<file path="src/rtl/osd_shade_pkg.sv">
package osd_shade_pkg;
    typedef enum logic [2:0] {
        LVL_PASS     = 3'd0,
        LVL_CHAR_HI  = 3'd1,
        LVL_CHAR_LO  = 3'd2,
        LVL_BLANK_LO = 3'd3,
        LVL_BLANK_HI = 3'd4,
        LVL_HALF     = 3'd5,
        LVL_BGND     = 3'd6
    } lvl_e;
endpackage

</file>
<file path="src/rtl/osd_flash_timer.sv">
module osd_flash_timer #(
    parameter int FAST_FIELDS = 15,
    parameter int SLOW_FIELDS = 30
) (
    input  logic clk,
    input  logic rst_n,
    input  logic vsync_i,
    input  logic slow_i,
    output logic phase_o
);
    localparam int CNT_W = $clog2(SLOW_FIELDS + 1);

    typedef struct packed {
        logic [CNT_W-1:0] cnt;
        logic             phase;
        logic             vs;
    } tmr_t;

    tmr_t st_d, st_q;
    logic edge_w;
    logic [CNT_W-1:0] limit_w;

    always_comb begin
        st_d    = st_q;
        st_d.vs = vsync_i;
        edge_w  = vsync_i & ~st_q.vs;
        limit_w = slow_i ? CNT_W'(SLOW_FIELDS - 1) : CNT_W'(FAST_FIELDS - 1);
        if (edge_w) begin
            if (st_q.cnt >= limit_w) begin
                st_d.cnt   = '0;
                st_d.phase = ~st_q.phase;
            end else begin
                st_d.cnt = st_q.cnt + 1'b1;
            end
        end
    end

    always_ff @(posedge clk) begin
        if (!rst_n) begin
            st_q.cnt   <= '0;
            st_q.phase <= 1'b1;
            st_q.vs    <= 1'b0;
        end else begin
            st_q <= st_d;
        end
    end

    assign phase_o = st_q.phase;

    a_r4_count_bound: assert property (@(posedge clk) disable iff (!rst_n)
        st_q.cnt < CNT_W'(SLOW_FIELDS))
        else $error("R4 blink counter out of range");

    a_r4_phase_on_edge: assert property (@(posedge clk) disable iff (!rst_n)
        !$stable(st_q.phase) |-> $past(edge_w))
        else $error("R4 flash phase moved without a field edge");
endmodule

</file>
<file path="src/rtl/osd_halftone_mask.sv">
module osd_halftone_mask #(
    parameter int ROWS  = 12,
    parameter int ROW_W = 4
) (
    input  logic               clk,
    input  logic               rst_n,
    input  logic               wr_i,
    input  logic               hi_i,
    input  logic [ROWS/2-1:0]  data_i,
    input  logic [ROW_W-1:0]   row_i,
    output logic               half_o
);
    localparam int HALF = ROWS / 2;

    typedef struct packed {
        logic [ROWS-1:0] mask;
    } msk_t;

    msk_t st_d, st_q;
    logic [ROWS-1:0] shifted_w;

    always_comb begin
        st_d = st_q;
        if (wr_i) begin
            if (hi_i) st_d.mask[ROWS-1:HALF] = data_i;
            else      st_d.mask[HALF-1:0]    = data_i;
        end
        shifted_w = st_q.mask >> row_i;
        half_o    = (int'(row_i) < ROWS) && shifted_w[0];
    end

    always_ff @(posedge clk) begin
        if (!rst_n) st_q <= '0;
        else        st_q <= st_d;
    end

    a_r10_mask_hold: assert property (@(posedge clk) disable iff (!rst_n)
        ($past(rst_n) && !$past(wr_i)) |-> $stable(st_q.mask))
        else $error("R10 halftone mask changed without a write");
endmodule

</file>
<file path="src/rtl/osd_pixel_resolve.sv">
module osd_pixel_resolve
    import osd_shade_pkg::*;
(
    input  logic       dot_i,
    input  logic       in_cell_i,
    input  logic       in_frame_i,
    input  logic       attr_rev_i,
    input  logic       attr_hf_i,
    input  logic       disp_on_i,
    input  logic       hf_flash_i,
    input  logic       phase_i,
    input  logic [1:0] blank_mode_i,
    input  logic       char_dim_i,
    input  logic       blank_grey_i,
    input  logic       bg_on_i,
    input  logic       half_row_i,
    output lvl_e       level_o
);
    logic fg_raw, flash_dark, fg, hilite, area_blank, blank, half;

    always_comb begin
        fg_raw     = in_cell_i & (dot_i ^ attr_rev_i);
        flash_dark = in_cell_i & attr_hf_i & hf_flash_i & ~phase_i;
        fg         = fg_raw & disp_on_i & ~flash_dark;
        hilite     = in_cell_i & attr_hf_i & ~hf_flash_i;
        unique case (blank_mode_i)
            2'd0:    area_blank = 1'b0;
            2'd1:    area_blank = in_cell_i;
            2'd2:    area_blank = in_frame_i;
            default: area_blank = 1'b1;
        endcase
        blank = area_blank | hilite;
        half  = in_frame_i & half_row_i;
        if (fg)         level_o = char_dim_i ? LVL_CHAR_LO : LVL_CHAR_HI;
        else if (blank) level_o = blank_grey_i ? LVL_BLANK_HI : LVL_BLANK_LO;
        else if (half)  level_o = LVL_HALF;
        else if (bg_on_i) level_o = LVL_BGND;
        else            level_o = LVL_PASS;
    end
endmodule

</file>
<file path="src/rtl/osd_cell_shader.sv">
module osd_cell_shader
    import osd_shade_pkg::*;
#(
    parameter int ROWS        = 12,
    parameter int ROW_W       = 4,
    parameter int FAST_FIELDS = 15,
    parameter int SLOW_FIELDS = 30
) (
    input  logic              clk,
    input  logic              rst_n,
    input  logic              vsync_i,
    input  logic              dot_i,
    input  logic              in_cell_i,
    input  logic              in_frame_i,
    input  logic [ROW_W-1:0]  row_i,
    input  logic              attr_rev_i,
    input  logic              attr_hf_i,
    input  logic              disp_on_i,
    input  logic              hf_flash_i,
    input  logic              flash_slow_i,
    input  logic [1:0]        blank_mode_i,
    input  logic              char_dim_i,
    input  logic              blank_grey_i,
    input  logic              bg_on_i,
    input  logic              half_wr_i,
    input  logic              half_hi_i,
    input  logic [ROWS/2-1:0] half_data_i,
    output logic [2:0]        level_o
);
    typedef struct packed {
        lvl_e level;
    } out_t;

    out_t st_d, st_q;
    logic phase_w, half_row_w;
    lvl_e pix_w;

    osd_flash_timer #(.FAST_FIELDS(FAST_FIELDS), .SLOW_FIELDS(SLOW_FIELDS)) u_timer (
        .clk(clk), .rst_n(rst_n), .vsync_i(vsync_i), .slow_i(flash_slow_i), .phase_o(phase_w)
    );

    osd_halftone_mask #(.ROWS(ROWS), .ROW_W(ROW_W)) u_mask (
        .clk(clk), .rst_n(rst_n), .wr_i(half_wr_i), .hi_i(half_hi_i),
        .data_i(half_data_i), .row_i(row_i), .half_o(half_row_w)
    );

    osd_pixel_resolve u_resolve (
        .dot_i(dot_i), .in_cell_i(in_cell_i), .in_frame_i(in_frame_i),
        .attr_rev_i(attr_rev_i), .attr_hf_i(attr_hf_i), .disp_on_i(disp_on_i),
        .hf_flash_i(hf_flash_i), .phase_i(phase_w), .blank_mode_i(blank_mode_i),
        .char_dim_i(char_dim_i), .blank_grey_i(blank_grey_i), .bg_on_i(bg_on_i),
        .half_row_i(half_row_w), .level_o(pix_w)
    );

    always_comb begin
        st_d       = st_q;
        st_d.level = pix_w;
    end

    always_ff @(posedge clk) begin
        if (!rst_n) st_q.level <= LVL_PASS;
        else        st_q <= st_d;
    end

    assign level_o = st_q.level;

    a_r9_no_char_when_off: assert property (@(posedge clk) disable iff (!rst_n)
        ($past(rst_n) && !$past(disp_on_i)) |->
            (level_o != LVL_CHAR_HI && level_o != LVL_CHAR_LO))
        else $error("R9 character level while display off");

    a_r7_full_blank: assert property (@(posedge clk) disable iff (!rst_n)
        ($past(rst_n) && $past(blank_mode_i) == 2'd3) |->
            (level_o inside {LVL_CHAR_HI, LVL_CHAR_LO, LVL_BLANK_LO, LVL_BLANK_HI}))
        else $error("R7 full-screen blanking let video through");
endmodule

</file>
<file path="config.mk">
export PLATFORM = sky130hd
export DESIGN_NAME = osd_cell_shader
export DESIGN_NICKNAME = d
export VERILOG_FILES = /design/src/rtl/osd_shade_pkg.sv /design/src/rtl/osd_flash_timer.sv /design/src/rtl/osd_halftone_mask.sv /design/src/rtl/osd_pixel_resolve.sv /design/src/rtl/osd_cell_shader.sv
export SDC_FILE = /design/constraint.sdc
export NUM_CORES = 1
export LEC_CHECK = 0
export BUFFER_PORTS_ARGS = -buffer_cell sky130_fd_sc_hd__buf_2
export CELL_PAD_IN_SITES_DETAIL_PLACEMENT = 0
export CELL_PAD_IN_SITES_GLOBAL_PLACEMENT = 1
export CORE_MARGIN = 10
export CORE_UTILIZATION = 37
export DETAILED_ROUTE_END_ITERATION = 10
export HOLD_SLACK_MARGIN = 0.1
export PLACE_DENSITY_LB_ADDON = 0.05
export RECOVER_POWER = 25
export SLEW_MARGIN = 30
export SYNTH_ARGS = -nofsm -noshare
export SYNTH_HDL_FRONTEND = slang
export SYNTH_SLANG_ARGS = --single-unit
</file>
<file path="constraint.sdc">
create_clock -name clk -period 2 [get_ports clk]
set_clock_uncertainty 0.2 [all_clocks]
set_input_delay 0.1 -clock clk [delete_from_list [all_inputs] [get_ports clk]]
set_output_delay 0.1 -clock clk [all_outputs]
set_load 0.005 [all_outputs]
</file>
After elaboration in Yosys (flattened, before gate mapping)

Cells that the tools add are included.

Output and inout bits: 3
Bits in registers: 22
Logic and storage cells: 42
Input port bits: 28

Reduce and logical (&&, ||, !) cells: 5
Eq/ne operators: 2
Muxes and demuxes: 9
Shift-type cells: 1
Order comparisons: 2
Add/sub/neg operators: 1
Bitwise logic cells: 16

Operator list:

| operator                                             | count |
|---|---|
| two-way mux 3 bit                                    | 5 |
| >> shifter 12 x 4 -> 1 bit                           | 1 |
| two-way mux 5 bit                                    | 2 |
| bitwise AND 1 bit                                    | 9 |
| AND reduction 2 bit                                  | 3 |
| adder 5 x 1 -> 5 bit (second input constant)         | 1 |
| >= comparator 5 bit                                  | 1 |
| inverter 1 bit                                       | 5 |
| < comparator 4 bit (second input constant)           | 1 |
| one-hot mux 1 bit (3 select lines)                   | 1 |
| equality test 2 x 1 -> 1 bit (second input constant) | 1 |
| equality test 2 bit (second input constant)          | 1 |
| logical NOT 2 bit                                    | 1 |
| two-way mux 2 bit                                    | 1 |
| logical AND 1 bit                                    | 1 |
| OR 1 bit                                             | 1 |
| bitwise XOR 1 bit                                    | 1 |

Depth between registers and ports, before layout

Gate-level depths: netlist of the first run.

Word-level depth: 6
Depth in mapped cells: 7

Modules after synthesis

From an unflattened synthesis of the first run, not the netlist that was laid out.

Cells, all modules: 133
Area, all modules: 1,161.1 sq um

By module, submodules not included:

| module            | sequential area each (sq um) | cells each | instances | area an instance (sq um) |
|---|---|---|---|---|
| osd_halftone_mask | 240.2                        | 60         | 1         | 559.3 |
| osd_flash_timer   | 140.1                        | 47         | 1         | 401.6 |
| osd_pixel_resolve | 0.0                          | 20         | 1         | 121.4 |
| osd_cell_shader   | 60.1                         | 6          | 1         | 78.8 |

Least setup slack after synthesis of the first run

Ideal clock, no wire load.

Kind: register to register
Start point: reg u_timer.st_q[2] (netlist bit)
End point: reg u_timer.st_q[3] (netlist bit)
Stages on the path, launching flop included: 8
Arrival: 1,444 ps
Path slack: 286 ps
Setup time: 70 ps
Cell sequence: dfxtp_1 > inv_1 > ha_1 > nand2b_1 > a21o_1 > a41oi_1 > o21ai_1 > a21oi_1

Word-level cells in the longest chain between the ends: 2

Ends and longest elaborated chain:

| item                                                        | RTL line                                     | RTL |
|---|---|---|
| from (decl)                                                 | osd_flash_timer.sv:19                        | `tmr_t st_d, st_q;` |
| from (signal assigned)                                      | osd_flash_timer.sv:44                        | `st_q <= st_d;` |
| adder 5 x 1 -> 5 bit or >= comparator 5 bit (tied branches) | osd_flash_timer.sv:33, osd_flash_timer.sv:29 |  |
| two-way mux 5 bit (*)                                       | osd_flash_timer.sv:29                        | `if (st_q.cnt >= limit_w) begin` |

Every way passes the cells marked *; elsewhere a longest branch is shown, timed or not.
A chain may end at the register's enable or synchronous reset.

Worst setup path after layout of the first run

Start point: in in_frame_i
End point: reg st_q (netlist bit level_o[1])

Word-level cells in the longest chain between the ends: 4

Ends and longest elaborated chain:

| item                                                                    | RTL line                                         | RTL |
|---|---|---|
| from (decl)                                                             | osd_cell_shader.sv:14                            | `input logic in_frame_i,` |
| one-hot mux 1 bit (3 select lines) or bitwise AND 1 bit (tied branches) | osd_pixel_resolve.sv:26, osd_pixel_resolve.sv:33 |  |
| OR 1 bit or two-way mux 3 bit (tied branches)                           | osd_pixel_resolve.sv:32, osd_pixel_resolve.sv:36 |  |
| two-way mux 3 bit (*)                                                   | osd_pixel_resolve.sv:35                          | `else if (blank) level_o = blank_grey_i ? LVL_BLANK_HI : LVL_BLANK_LO;` |
| two-way mux 3 bit (*)                                                   | osd_pixel_resolve.sv:34                          | `if (fg) level_o = char_dim_i ? LVL_CHAR_LO : LVL_CHAR_HI;` |
| to (signal assigned)                                                    | osd_cell_shader.sv:62                            | `else st_q <= st_d;` |
| to (decl)                                                               | osd_cell_shader.sv:34                            | `out_t st_d, st_q;` |

Marked as above.

==> parameters.txt, run 1 <==
Parameter                              Value

GRT
  Maximum number of pins on one net before global-route repair    19
  Global-route usage over all layers    a little over a tenth
  First-pass GRT wire length    between 4 and 5 mm
  Number of global-route vias before repair    about 1.0k
  Global-route congestion overflow total    0
  Number of antenna violations at the first check in global routing    0

STA
  Slew HR    between 70% and 80%
  Final setup TNS    0 ns
  RSZ-0062 raised after global routing    false
  Post-route clock period utilization    between 90% and 100%
  Timing-limited maximum frequency    538 MHz
  Slew at the pin with the worst max-slew slack    around 0.38 ns
  Final Slew Violations    0
  Shortest clock period the worst path allows after layout    1.86 ns
  Endpoints failing setup    0
  Count of endpoints failing hold in the final timing report    0

Floorplanning
  Core Rows    19
  Die Footprint    around 5500 um2
  Die span in x    between 70 and 80 um
  I/O pins    31
  DIE HEIGHT    74.5 um
  Placeable core region    2810 um2
  Effective utilization at floorplan    between 30% and 40%

Min path
  Hold endpoint    level_o[1]$_SDFF_PN0_
  Worst hold stages    5
  Startpoint of the most critical hold path    blank_mode_i[0]
  Worst hold-check path type    input port to flop

Yosys
  Synthesized area per cell    approximately 9.6 um2
  Share of synthesized flip-flops with an asynchronous set or reset    0%
  Warnings, synthesis    0
  Synthesized Nets    147
  Post-synthesis instance area    around 1100 um2
  Number of enable-type register cells in the synthesized netlist    0
  Number of different library cells in the post-synthesis netlist    33
  Register area share after synthesis    roughly 40%
  Cells after Synth    between 100 and 150
  Yosys reg bits    22
  Leading register cell type out of synthesis    sky130_fd_sc_hd__dfxtp_1

Route
  Routed Antenna Nets    0
  Overall routed net length    approximately 2.8 mm
  Vias after detailed routing    1010
  Routed wire per std cell    about 14 um
  Number of violations reported at the end of detailed-routing iteration 0    43
  Post-detailed-route via-to-cell ratio    5.00
  Number of detailed-route iterations in the first pass    4
  Residual DRC count    0

Worst setup path
  CP startpoint kind    input port
  Worst reg-to-reg setup slack    0.14 ns
  Highest-delay cell along the critical path    sky130_fd_sc_hd__dlygate4sd3_1
  Reg2Reg Launch Point    u_timer.st_q[2]$_SDFFE_PN0P_
  Crit end category    flop
  Kind of cell with the highest combined delay on the critical path    buffers and inverters
  Series of cell instances along the critical path    dlygate4sd3_1 -> buf_2 -> o21ai_0 -> and2_4 -> o211a_1 -> dlygate4sd3_1 -> a211oi_2
  Worst reg2reg path depth    7
  Largest fanout on the critical path    4
  Worst path most repeated cell    sky130_fd_sc_hd__dlygate4sd3_1
  Worst Path Class, Setup    input port to flop
  CP max stage delay    ~0.56 ns
  End of the worst register-to-register path    u_timer.st_q[3]$_SDFFE_PN0P_
  Endpoint arrival time on the critical path    approximately 1.9 ns
  Data required time of the worst path    around 2 ns
  Count of buffering cells on the critical path with inverters included    3

Clock network
  CTS Root Cell    sky130_fd_sc_hd__clkbuf_4
  Total clock buffers created by CTS    3
  CTS tree    done
  Clock network latency to the later pin of the worst-skew pair    roughly 0.3 ns
  Total number of H-tree levels    1
  Clock input transition at the sequential cells of the worst setup and hold paths    approximately 0.11 ns
  Clock tree buffer depth    2
  Sink Count    22

Pwr
  Peak VDD IR    between 0.0004 and 0.0005 V
  LEAKAGE    between 0.7 and 0.8 nW
  Power density over cell area    536 nW/um2

Placement
  Detail Placement HPWL    between 2 and 2.5 mm
  Final weighted congestion in routability-driven placement    a little under 0.8
  Number of buffer cells added on primary ports    30
  Number of cells in the design after placement    172

Final layout
  Share of final-layout standard cells stronger than drive strength 1    between 20% and 30%
  Antenna cell count    0
  Final nets    just over 200
  Layout Area Growth over Synthesis    42.8%
  Area of the multi-input gates    ~630 um2
  FILL cells    roughly 260
  Number of cells in the finished layout apart from fillers    ~200
  Most common library cell in the layout ignoring fill and taps    sky130_fd_sc_hd__buf_2
  Commonest non-fill, non-tap cells in the layout    sky130_fd_sc_hd__buf_2 (29), sky130_fd_sc_hd__dlygate4sd3_1 (27), sky130_fd_sc_hd__dfxtp_1 (22), sky130_fd_sc_hd__nand2_1 (11), sky130_fd_sc_hd__nor2b_1 (9)
  Total area of sequential cells    440 um2

Run
  Number of maximum-capacitance constraint violations    0

Status
  Outcome    finished, final reports clean
-- registers in the layout (all words and copies together) (netlist names) --
| name | flops |
|---|---|
| level_o | 3 |
| u_timer.phase_o | 1 |
| u_timer.st_q | 6 |
| u_mask.st_q | 12 |
-- worst max path at each step --
stage	start	to	slack (ns)	depth (start not counted)
detailed placement	u_timer.st_q[2]$_SDFFE_PN0P_	u_timer.st_q[3]$_SDFFE_PN0P_	0.12	7
global route	in_frame_i	level_o[1]$_SDFF_PN0_	0.02	7
finish	in_frame_i	level_o[1]$_SDFF_PN0_	0.14	7
floorplan	u_timer.st_q[2]$_SDFFE_PN0P_	u_timer.st_q[3]$_SDFFE_PN0P_	0.29	7
CTS	half_data_i[4]	u_mask.st_q[10]$_SDFFE_PN0P_	0.03	6
global placement	u_timer.st_q[2]$_SDFFE_PN0P_	u_timer.st_q[3]$_SDFFE_PN0P_	0.18	7
-- power by group --
group          leakage (nW)  switching, mW  internal (mW)
registers             0.180         0.0120          0.460
clock network        0.0138          0.120         0.0702
logic                 0.516         0.0748          0.105
-- metal layers --
metal,track usage [%],vias up,wire length [um]
met5,0,-,0
met4,2.73,0,38
met3,3.32,4,166
met2,18.2,23,1380
met1,12.7,462,1200
li1,-,521,-
-- cells by family (layout without fill, tap and decap cells) --
logic type / after synthesis / after routing / share of synthesized area, %
AND/OR/NAND/NOR: 43 / 43 / 20.8
AO/OA/AOI/OAI: 23 / 23 / 15.9
flip-flops: 22 / 22 / 40.1
multiplexers: 10 / 10 / 11.7
buffers and inverters: 8 / 64 / 2.85
XOR/XNOR: 5 / 5 / 3.99
adder cells (fa/ha/maj): 4 / 4 / 4.56
-- worst reg2reg max path: stages, from the launching register on --
cell and delay [ns]:
sky130_fd_sc_hd__dfxtp_1 0.41, sky130_fd_sc_hd__inv_1 0.06, sky130_fd_sc_hd__ha_1 0.26, sky130_fd_sc_hd__nand2b_1 0.14
sky130_fd_sc_hd__a21o_1 0.17, sky130_fd_sc_hd__a41oi_1 0.29, sky130_fd_sc_hd__o21ai_2 0.14, sky130_fd_sc_hd__a21oi_1 0.13
-- repair_timing --
action                                 in CTS  in global routing
setup endpoints to repair                   0                  5
hold buffers                               28                  0
resized for setup                           0                  4
endpoints found under the hold margin      18                  0
buffers inserted                            0                  0
-- layout make-up --
class | instances | share of cell area, %
multi-input cells | 85 | 40.4
clock buffers | 3 | 1.44
inverters | 4 | 0.957
repair buffers | 57 | 26.7
flip-flops and latches | 22 | 28.1
well taps | 31 | 2.47
-- per-stage QoR --
step	area (um2)	setup slack [ns]	hold slack (ns)	total power, mW	utilization, %
floorplan	1100	0.286	0.0217	0.561	-
global placement	1270	0.175	0.135	0.616	45.3
detailed placement	1270	0.120	0.146	0.619	45.3
CTS	1570	0.0337	0.107	0.850	56.1
global route	1570	0.0215	0.102	0.891	55.9
finish	1570	0.141	0.0746	0.842	55.9
-- Yosys cell counts (2+ instances only) --
| master | count | share of area, % |
|---|---|---|
| sky130_fd_sc_hd__nand2_1 | 11 | 3.8 |
| sky130_fd_sc_hd__o21ai_0 | 5 | 2.3 |
| sky130_fd_sc_hd__nand4_1 | 2 | 1.1 |
| sky130_fd_sc_hd__nand2b_1 | 3 | 1.7 |
| sky130_fd_sc_hd__dfxtp_1 | 22 | 40 |
| sky130_fd_sc_hd__nor2_1 | 4 | 1.4 |
| sky130_fd_sc_hd__a21boi_0 | 6 | 4.1 |
| sky130_fd_sc_hd__nand3_1 | 8 | 3.6 |
| sky130_fd_sc_hd__inv_1 | 4 | 1.4 |
| sky130_fd_sc_hd__mux2i_1 | 8 | 7.3 |
| sky130_fd_sc_hd__clkbuf_1 | 3 | 1.0 |
| sky130_fd_sc_hd__and2_1 | 2 | 1.1 |
| sky130_fd_sc_hd__xor2_1 | 4 | 3.2 |
| sky130_fd_sc_hd__nor2b_1 | 9 | 5.1 |
| sky130_fd_sc_hd__a21oi_1 | 2 | 0.91 |
| sky130_fd_sc_hd__ha_1 | 4 | 4.6 |
| sky130_fd_sc_hd__o211a_1 | 2 | 1.8 |
(Power assumes the default switching activity.)
==> run 2, diff against run 1 <==
--- a/config.mk
+++ b/config.mk
@@ -11,6 +11,7 @@
 export CORE_MARGIN = 10
 export CORE_UTILIZATION = 37
 export DETAILED_ROUTE_END_ITERATION = 10
+export GPL_TIMING_DRIVEN = 0
 export HOLD_SLACK_MARGIN = 0.1
 export PLACE_DENSITY_LB_ADDON = 0.05
 export RECOVER_POWER = 25
==> constraint.sdc (replaced) <==
create_clock -name clk -period 2.05 [get_ports clk]
set_clock_uncertainty 0.2 [all_clocks]
set_input_delay 0.1025 -clock clk [delete_from_list [all_inputs] [get_ports clk]]
set_output_delay 0.1025 -clock clk [all_outputs]
set_load 0.005 [all_outputs]
==> run 2 against run 1 <==
Net effect: sequential share of layout area grew 0.59 points; combinational power shrank 8%; setup slack got worse by 0.084 ns; sequential power fell by 3%; critical path type is now flop to flop; largest power group unchanged.
==> parameters.txt, run 2 (synthesis gave the netlist of run 1 again) <==
Parameter                              Value

GRT
  Number of antenna violations at the first check in global routing    0 (unchanged)
  Global-route usage over all layers    9.95% (-0.72 points)
  First-pass GRT wire length    4.34 mm (-8.6%)
  Maximum number of pins on one net before global-route repair    13 (-6)
  Global-route congestion overflow total    0 (unchanged)
  Number of global-route vias before repair    925 (-11%)

Worst setup path
  CP startpoint kind    flop
  Worst reg-to-reg setup slack    0.06 ns (-0.08 ns)
  Startpoint of the most critical setup path    u_mask.st_q[9]$_SDFFE_PN0P_
  Reg2Reg Launch Point    u_mask.st_q[9]$_SDFFE_PN0P_
  Data required time of the worst path    2.06 ns (+0.03 ns)
  Worst Path Class, Setup    flop to flop
  Crit end category    flop
  Largest fanout on the critical path    2 (-2)
  Worst reg2reg path depth    5 (-2)
  Endpoint arrival time on the critical path    2.00 ns (+0.11 ns)
  Endpoint of the most critical setup path    level_o[0]$_SDFF_PN0_
  End of the worst register-to-register path    level_o[0]$_SDFF_PN0_

Floorplanning
  I/O pins    31 (unchanged)
  DIE HEIGHT    74.5 um (unchanged)
  Die Footprint    5550 um2 (unchanged)
  Placeable core region    2810 um2 (unchanged)
  Effective utilization at floorplan    39.2% (unchanged)
  Core Rows    19 (unchanged)
  Die span in x    74.5 um (unchanged)

Min path
  Worst hold-check path type    input port to flop

STA
  Post-route clock period utilization    97.3%
  Endpoints failing setup    0 (unchanged)
  Slew at the pin with the worst max-slew slack    0.391 ns (+0.00872 ns)
  Final setup TNS    0 ns (unchanged)
  Worst hold slack after final layout    0.115 ns (+0.0408 ns)
  Shortest clock period the worst path allows after layout    between 1.5 and 2 ns
  Count of endpoints failing hold in the final timing report    0 (unchanged)
  Final Slew Violations    0 (unchanged)
  Post-layout worst setup margin    0.0561 ns (-0.0844 ns)
  Slew HR    73.9% (-0.53 points)
  Timing-limited maximum frequency    between 500 and 600 MHz

Final layout
  Commonest non-fill, non-tap cells in the layout    sky130_fd_sc_hd__buf_2 (27), sky130_fd_sc_hd__dfxtp_1 (22), sky130_fd_sc_hd__dlygate4sd3_1 (21), sky130_fd_sc_hd__nand2_1 (11), sky130_fd_sc_hd__nor2b_1 (9)
  Post-layout util    54.8% (-1.2 points)
  Register containing the most flip-flops in the final layout    u_mask.st_q
  Flip-flop count of the largest register, all copies and words added    12 (unchanged)
  Layout Area Growth over Synthesis    39.9%
  Final nets    202 (-1.5%)
  Share of final-layout standard cells stronger than drive strength 1    22.5% (-0.32 points)
  Most common library cell in the layout ignoring fill and taps    sky130_fd_sc_hd__buf_2
  Antenna cell count    0 (unchanged)

Clock network
  Sink Count    22 (unchanged)
  Clock network latency to the later pin of the worst-skew pair    0.30 ns (about the same)
  Total clock buffers created by CTS    3 (unchanged)
  CTS tree    done
  Clock tree buffer depth    2 (unchanged)
  CTS Root Cell    sky130_fd_sc_hd__clkbuf_4
  Clock input transition at the sequential cells of the worst setup and hold paths    0.12 ns (about the same)
  Total number of H-tree levels    1 (unchanged)

Placement
  Number of buffer cells added on primary ports    28 (-6.7%)
  Final weighted congestion in routability-driven placement    0.774 (-0.73%)
  Setup slack after placement    0.126 ns (+0.00631 ns)
  Detail Placement HPWL    2.03 mm (-0.19%)

Pwr
  Power share of the combinational group    19.3% (-2.0 points)
  Switching pwr    210 uW (+1.7%)
  Peak VDD IR    0.000445 V (+8.6%)
  Proportion of total power due to net switching    24.5% (-0.13 points)
  LEAKAGE    0.677 nW (-4.7%)
  Clock network power share    27.2% (+4.6 points)
  Proportion of power drawn by flip-flops and latches    53.5% (-2.5 points)
  Cell-internal power    650 uW (+2.4%)
  Power density over cell area    560 nW/um2 (+4.4%)

Route
  Vias after detailed routing    981 (-2.9%)
  Routed wire per std cell    13.8 um (about the same)
  Overall routed net length    2.76 mm (-1.0%)
  Number of detailed-route iterations in the first pass    4 (unchanged)
  Post-detailed-route via-to-cell ratio    4.91 (-1.9%)
  Routed Antenna Nets    0 (unchanged)
  Residual DRC count    0 (unchanged)
  Number of violations reported at the end of detailed-routing iteration 0    33 (-23%)

Status
  Outcome    finished, final reports clean

Run
  Number of maximum-capacitance constraint violations    0 (unchanged)
run 2: power groups by stage:
stage | clock, mW | sequential (mW) | combinational [mW]
2_1_floorplan | 0 | 0.467 | 0.0800
3_5_place_dp | 0 | 0.470 | 0.135
6_report | 0.234 | 0.460 | 0.166
3_3_place_gp | 0 | 0.469 | 0.131
4_1_cts | 0.245 | 0.460 | 0.165
5_1_grt | 0.267 | 0.463 | 0.184
run 2: worst min path at each step:
stage                         from                    endpoint  slack (ns)  cells after the start
after floorplan            vsync_i  u_timer.st_q[0]$_SDFF_PN0_        0.02                      1
after global placement     vsync_i  u_timer.st_q[0]$_SDFF_PN0_        0.14                      2
after detailed placement   vsync_i  u_timer.st_q[0]$_SDFF_PN0_        0.15                      2
after CTS                 row_i[0]       level_o[0]$_SDFF_PN0_        0.10                      5
after global routing      row_i[0]       level_o[0]$_SDFF_PN0_        0.13                      5
final                     row_i[0]       level_o[0]$_SDFF_PN0_        0.12                      5
run 2: per-layer routing:
layer	track usage, %	part of all wire (%)	routed length (um)	vias to the layer above
met1	12.0	45	1250	446
met2	16.2	48	1320	16
met4	1.89	0.58	16	0
li1	-	-	-	517
met3	4.12	6.1	167	2
met5	0	0	0	-
run 2: critical path, stage by stage, from the launching register on:
cell and delay, ns:
sky130_fd_sc_hd__dfxtp_1 0.32, sky130_fd_sc_hd__mux4_1 0.52, sky130_fd_sc_hd__nand4b_1 0.13, sky130_fd_sc_hd__dlygate4sd3_1 0.56, sky130_fd_sc_hd__a21bo_2 0.12, sky130_fd_sc_hd__a21oi_1 0.05
run 2: metrics by stage:
stage               instance area [um2]  cells  power, mW
floorplan                          1100    115      0.547
global placement                   1280    174      0.601
detailed placement                 1280    174      0.604
CTS                                1520    199      0.870
global route                       1540    200      0.914
finish                             1540    200      0.860
run 2: repair_timing:
action                                 4_1_cts  5_1_grt
gates resized for setup                      0        1
endpoints found under the hold margin       22        0
setup buffers                                0        1
setup endpoints to repair                    0        4
hold buffers                                21        0
run 2: final cells by class:
cell class                 instances  area (um2)
fill                             270        1270
buffer                             4        16.3
inverter                           4        15.0
clock buffer                       4        36.3
sequential                        22         440
tap                               31        38.8
timing repair buffer              50         355
multi-input combinational         85         634
